--- config.mk ---
export PLATFORM = sky130hd
export DESIGN_NAME = mpu_region_guard
export DESIGN_NICKNAME = d
export VERILOG_FILES = /design/src/rtl/mpu_region_guard.sv
export SDC_FILE = /design/constraint.sdc
export NUM_CORES = 1
export LEC_CHECK = 0
export ABC_AREA = 1
export CAP_MARGIN = 20
export CORE_UTILIZATION = 45
export CTS_CLUSTER_SIZE = 14
export DETAILED_ROUTE_END_ITERATION = 16
export HOLD_SLACK_MARGIN = 0.08
export PLACE_DENSITY = 0.74
export SLEW_MARGIN = 25
export SYNTH_ARGS = -nofsm -noshare
export SYNTH_HDL_FRONTEND = slang
export SYNTH_SLANG_ARGS = --single-unit
export TNS_END_PERCENT = 50
--- constraint.sdc ---
create_clock -name clk -period 3.8 [get_ports clk]
set_clock_uncertainty 0.1 [all_clocks]
set_input_delay 0.76 -clock clk [delete_from_list [all_inputs] [get_ports clk]]
set_output_delay 0.76 -clock clk [all_outputs]
set_load 0.01 [all_outputs]
--- src/rtl/mpu_region_guard.sv ---
module mpu_region_guard #(
  parameter int NREG    = 8,
  parameter int AW      = 32,
  parameter int MIN_LOG = 12,
  localparam int IW = $clog2(NREG),
  localparam int BW = AW - MIN_LOG,
  localparam int SW = 6,
  localparam int CW = BW + SW + 7
) (
  input  logic          clk,
  input  logic          rst_n,
  input  logic          cfg_we,
  input  logic [IW-1:0] cfg_idx,
  input  logic [CW-1:0] cfg_wdata,
  input  logic [AW-1:0] acc_addr,
  input  logic          acc_ifetch,
  input  logic          acc_write,
  output logic          acc_fault,
  output logic          attr_wb,
  output logic          attr_buf
);

  localparam int B_EN = 0, B_BUF = 1, B_WB = 2, B_X = 3, B_W = 4, B_R = 5, B_TY = 6;
  localparam int S_LO = 7, S_HI = S_LO + SW - 1;

  logic [CW-1:0]   cfg_q [NREG];
  logic [NREG-1:0] rg_match;
  logic [IW-1:0]   win_idx;
  logic            win_any;
  logic            need_ok;
  logic            granted;

  always_ff @(posedge clk) begin
    if (!rst_n) begin
      for (int i = 0; i < NREG; i++) cfg_q[i] <= '0;
    end else if (cfg_we) begin
      cfg_q[cfg_idx] <= cfg_wdata;
    end
  end

  for (genvar g = 0; g < NREG; g++) begin : g_rg
    logic [SW-1:0] sz;
    logic          sz_ok;
    logic [AW-1:0] mask;
    logic [AW-1:0] base_addr;
    assign sz        = cfg_q[g][S_HI:S_LO];
    assign sz_ok     = (sz >= SW'(MIN_LOG)) && (sz <= SW'(AW));
    assign mask      = sz_ok ? ~((AW'(1) << sz) - AW'(1)) : '0;
    assign base_addr = {cfg_q[g][CW-1:S_HI+1], {MIN_LOG{1'b0}}};
    assign rg_match[g] = cfg_q[g][B_EN] && sz_ok &&
                         (cfg_q[g][B_TY] == acc_ifetch) &&
                         (((acc_addr ^ base_addr) & mask) == '0);
  end

  always_comb begin
    win_any = 1'b0;
    win_idx = '0;
    for (int i = 0; i < NREG; i++) begin
      if (rg_match[i]) begin
        win_any = 1'b1;
        win_idx = IW'(i);
      end
    end
  end

  assign need_ok   = acc_ifetch ? cfg_q[win_idx][B_X] :
                     acc_write  ? cfg_q[win_idx][B_W] : cfg_q[win_idx][B_R];
  assign granted   = win_any && need_ok;
  assign acc_fault = !granted;
  assign attr_wb   = granted && cfg_q[win_idx][B_WB];
  assign attr_buf  = granted && cfg_q[win_idx][B_BUF];

  AST_CFG_LANDS: assert property (@(posedge clk) disable iff (!rst_n)
    cfg_we |=> cfg_q[$past(cfg_idx)] == $past(cfg_wdata));
  AST_GRANT_ENABLED: assert property (@(posedge clk) disable iff (!rst_n)
    !acc_fault |-> cfg_q[win_idx][B_EN]);
  AST_GRANT_TYPE: assert property (@(posedge clk) disable iff (!rst_n)
    !acc_fault |-> (cfg_q[win_idx][B_TY] == acc_ifetch));
  AST_GRANT_WRITE: assert property (@(posedge clk) disable iff (!rst_n)
    (!acc_fault && acc_write && !acc_ifetch) |-> cfg_q[win_idx][B_W]);
  AST_GRANT_SIZE: assert property (@(posedge clk) disable iff (!rst_n)
    !acc_fault |-> (cfg_q[win_idx][S_HI:S_LO] >= SW'(MIN_LOG) &&
                    cfg_q[win_idx][S_HI:S_LO] <= SW'(AW)));
  AST_FAULT_QUIET: assert property (@(posedge clk) disable iff (!rst_n)
    acc_fault |-> (!attr_wb && !attr_buf));

endmodule

==> tab_implementation.tex <==
\begin{tabular}{lr}
\hline
Metric & Value \\
\hline
\multicolumn{2}{l}{\textbf{Run status}} \\
\quad Run status & finished, violations left \\
\quad Violated checks & negative setup slack \\
\multicolumn{2}{l}{\textbf{Logic synthesis}} \\
\quad Proportion of register bits with asynchronous set or reset after synthesis & 0\% \\
\quad Average size of a mapped cell & 7.03 µm² \\
\quad Fraction of the yosys area taken by sequential cells & 39.0\% \\
\quad Primary flip-flop cell chosen by synthesis mapping & edfxtp\_1 \\
\quad Post-synth EDFFs & 264 \\
\quad Share of Yosys cell area claimed by the top area cell type & 39.0\% \\
\quad Number of unique standard cell types used by synthesis & 54 \\
\quad Post-synthesis instance total & 2891 \\
\quad Cell taking the most area after synthesis & edfxtp\_1 \\
\quad Synth Warn \# & 0 \\
\quad FF+latch count, synth & 264 \\
\quad Syn Nets & 2972 \\
\quad Summed instance area of the synthesized netlist & 20300 µm² \\
\quad Synth top area cells & edfxtp\_1 (39\%), nand2\_1 (13\%), nor2\_1 (12\%) \\
\multicolumn{2}{l}{\textbf{Clocking}} \\
\quad Clock Root Buffer & clkbuf\_16 \\
\quad Hold-fix buffers, CTS & 0 \\
\quad CTS max path bufs & 3 \\
\quad Post-CTS clock slew at the launch and capture registers of the worst setup and hold paths & 70 ps \\
\quad Num CTS Buffers & 27 \\
\quad Clk sink count & 264 \\
\quad CTS H-Tree Depth & 1 \\
\quad CTS tree & done \\
\multicolumn{2}{l}{\textbf{Route}} \\
\quad Remaining DRCs & 0 \\
\quad Antenna-violating nets left & 0 \\
\quad Routed wire length & 86900 µm \\
\quad Starting DRC count in detailed routing & 2483 \\
\quad Total iterations of the first detailed-routing run & 7 \\
\quad Via density per instance & 5.42 \\
\quad Average detailed-routed wire length per instance & 20.1 µm \\
\quad Total number of vias & 23.5k \\
\multicolumn{2}{l}{\textbf{Cells and area}} \\
\quad Share of cells above drive strength 1 & 31.0\% \\
\quad Antenna cells & 0 \\
\quad Largest register FFs & 264 \\
\quad Layout-stage area growth over the synthesis result & 45.8\% \\
\quad Biggest register & cfg\_q \\
\quad Nets@finish & 3797 \\
\quad Post-route non-filler standard cell count & 4329 \\
\quad Largest registers & cfg\_q: 264 flops \\
\quad Filler cell count in the final layout & 3823 \\
\multicolumn{2}{l}{\textbf{STA}} \\
\quad Final setup margin & -1230 ps \\
\quad Slew @ Worst Pin & 1040 ps \\
\quad Period utilization & 132\% \\
\quad Final-layout setup total negative slack & -3610 ps \\
\quad Fmax & 199 MHz \\
\quad Unrepaired setup endpoints after global routing & true \\
\quad Pins over their slew limit & 0 \\
\quad \# setup viols final & 3 \\
\quad Hold violation count in the final report & 0 \\
\quad Slew margin rel. & 30.4\% \\
\quad Minimum period implied by the final worst setup slack & 5030 ps \\
\multicolumn{2}{l}{\textbf{Floorplan}} \\
\quad Core Rows & 77 \\
\quad Area of the die & 46000 µm² \\
\quad Die height & 215 µm \\
\quad Core ar. & 44400 µm² \\
\quad Width of the die & 215 µm \\
\quad Count of boundary I/O pins & 76 \\
\quad Starting Density & 45.8\% \\
\multicolumn{2}{l}{\textbf{Worst setup path}} \\
\quad Required time at the worst-slack endpoint & 2940 ps \\
\quad Origin of the worst setup path & cfg\_q[2][9] \\
\quad Worst stage delay on the critical path & 480 ps \\
\quad Setup crit end kind & output pin \\
\quad End of the critical path & attr\_wb \\
\quad Max Fanout on Critical Path & 8 \\
\quad Worst path arrival time & 4170 ps \\
\quad Worst path slowest cell & edfxtp\_1 \\
\quad Setup crit start kind & register \\
\quad Crit path kind & register to output pin \\
\multicolumn{2}{l}{\textbf{Power and ir drop}} \\
\quad Leak & 15.3 nW \\
\quad Worst supply voltage drop on vdd & 0.000351 V \\
\quad Power density relative to cell area & 294 nW/µm² \\
\multicolumn{2}{l}{\textbf{Placed design}} \\
\quad Sum of net half-perimeters after detailed placement & 64100 µm \\
\quad Final estimated routing congestion in global placement & 0.987 \\
\quad Port Buf Inserts & 75 \\
\quad Number of placed instances with taps included & 4217 \\
\multicolumn{2}{l}{\textbf{Job}} \\
\quad Number of violations of the max-capacitance limit & 0 \\
\multicolumn{2}{l}{\textbf{Global route}} \\
\quad Overflow left after global routing & 0 \\
\quad Vias in the first global route & 22.6k \\
\quad Largest net degree at the start of global routing & 34 \\
\quad Overall routing resource usage & 36.8\% \\
\quad First-pass GRT wire length & 129000 µm \\
\quad Initial antenna violation count & 0 \\
\multicolumn{2}{l}{\textbf{Min path}} \\
\quad Type of the most critical hold path & input port to register \\
\hline
\end{tabular}
[repair_timing]
action | CTS | global route
setup endpoints to repair | 3 | 3
pin swaps | 79 | 52
resized for setup | 171 | 99
endpoints found under the hold margin | 0 | 0
cloned | 4 | 0
setup buffers | 38 | 20
[worst max-delay path: cells and delay by family (launching register included)]
kind                   cells  cell delay [ps]
flip-flops                 1              480
buffers and inverters      5              750
AND/OR/NAND/NOR           21             1970
AO/OA/AOI/OAI              4              420
[worst min-delay path by stage]
stage | cells past startpoint | from | end | slack (ps)
2_1_floorplan | 2 | cfg_wdata[0] | cfg_q[0][0] | 950
3_3_place_gp | 3 | cfg_wdata[1] | cfg_q[6][1] | 1480
3_5_place_dp | 3 | cfg_wdata[1] | cfg_q[3][1] | 1490
4_1_cts | 3 | cfg_wdata[1] | cfg_q[3][1] | 890
5_1_grt | 3 | cfg_wdata[3] | cfg_q[2][3] | 930
6_report | 3 | cfg_wdata[1] | cfg_q[3][1] | 880
[where the power goes]
part | total [W] | leakage [nW] | switching (W) | internal [W]
registers | 0.00349 | 2.53 | 0.0000970 | 0.00339
logic | 0.00263 | 12.3 | 0.00153 | 0.00110
clock network | 0.00260 | 0.406 | 0.00121 | 0.00139
[layout by cell type (no fill, tap or decap), drive strengths merged, types with 8 or more instances in the layout]
master / n
clkinv: 14
nand3b: 27
xor2: 130
buf: 801
a21oi: 32
inv: 316
xnor2: 50
nand4: 79
o211ai: 8
nand2: 759
edfxtp: 264
clkdlybuf4s50: 72
clkbuf: 33
nor3: 53
o21bai: 13
ha: 8
nor2: 674
nand3: 282
o21ai: 58
[metal layers]
metal  global-route usage [%]  share of wire [%]
met1                     47.4                 39
met2                     60.5                 46
met3                     4.38                8.8
met4                     20.2                6.1
met5                        0                  0
[through the flow]
stage	hold WS [ps]	util (%)	power (W)	worst slack, ps	instance area, µm²
global route	929	66.7	0.00903	-1490	29600
CTS	895	65.6	0.00858	-1150	29100
detailed placement	1490	61.8	0.00593	-1320	27400
finish	882	66.7	0.00872	-1230	29600
global placement	1480	61.8	0.00590	-1330	27400
floorplan	949	-	0.00476	-91.4	20400
[area by class of cell]
class                           count  area, µm²  area share [%]
Multi-Input combinational cell   2232      11700            39.5
Sequential cell                   264       7930            26.8
Timing Repair Buffer              876       7240            24.4
Inverter                          315       1190            4.01
Tap cell                          592        741            2.50
Clock buffer                       31        691            2.33
Clock inverter                     19        151           0.511
[cells in the mapped netlist (3+ instances only)]
master and instances:
o211ai_1 8, inv_2 28, clkbuf_1 40, nor2_2 29, nor4_1 6, nand4_1 78, buf_2 13, edfxtp_1 264
inv_1 287, nand2_4 3, o21a_1 6, o21bai_1 13, xor2_1 130, or2_2 4, buf_6 6, o21ai_0 48
nand3_1 279, nor3_1 42, and2_1 4, ha_1 8, nand2_1 729, a22oi_1 7, xnor2_1 50, nor3b_1 5
nor3_2 11, buf_1 13, nor2_1 634, o21ai_1 10, a21oi_1 31, buf_4 9, nand3b_1 27, o31ai_1 6
nor2_4 11, nand3_2 3, nand2_2 26
[cells by family (layout without fill, tap and decap cells)]
group	count (synthesis)	after routing	share of synthesized area [%]
buffers and inverters	396	1241	7.78
AND/OR/NAND/NOR	1897	1898	40.6
XOR/XNOR	180	180	7.76
flip-flops	264	264	39.0
adder cells (fa/ha/maj)	8	8	0.493
AO/OA/AOI/OAI	146	146	4.41
No activity file was read; power rests on OpenSTA's default activity.
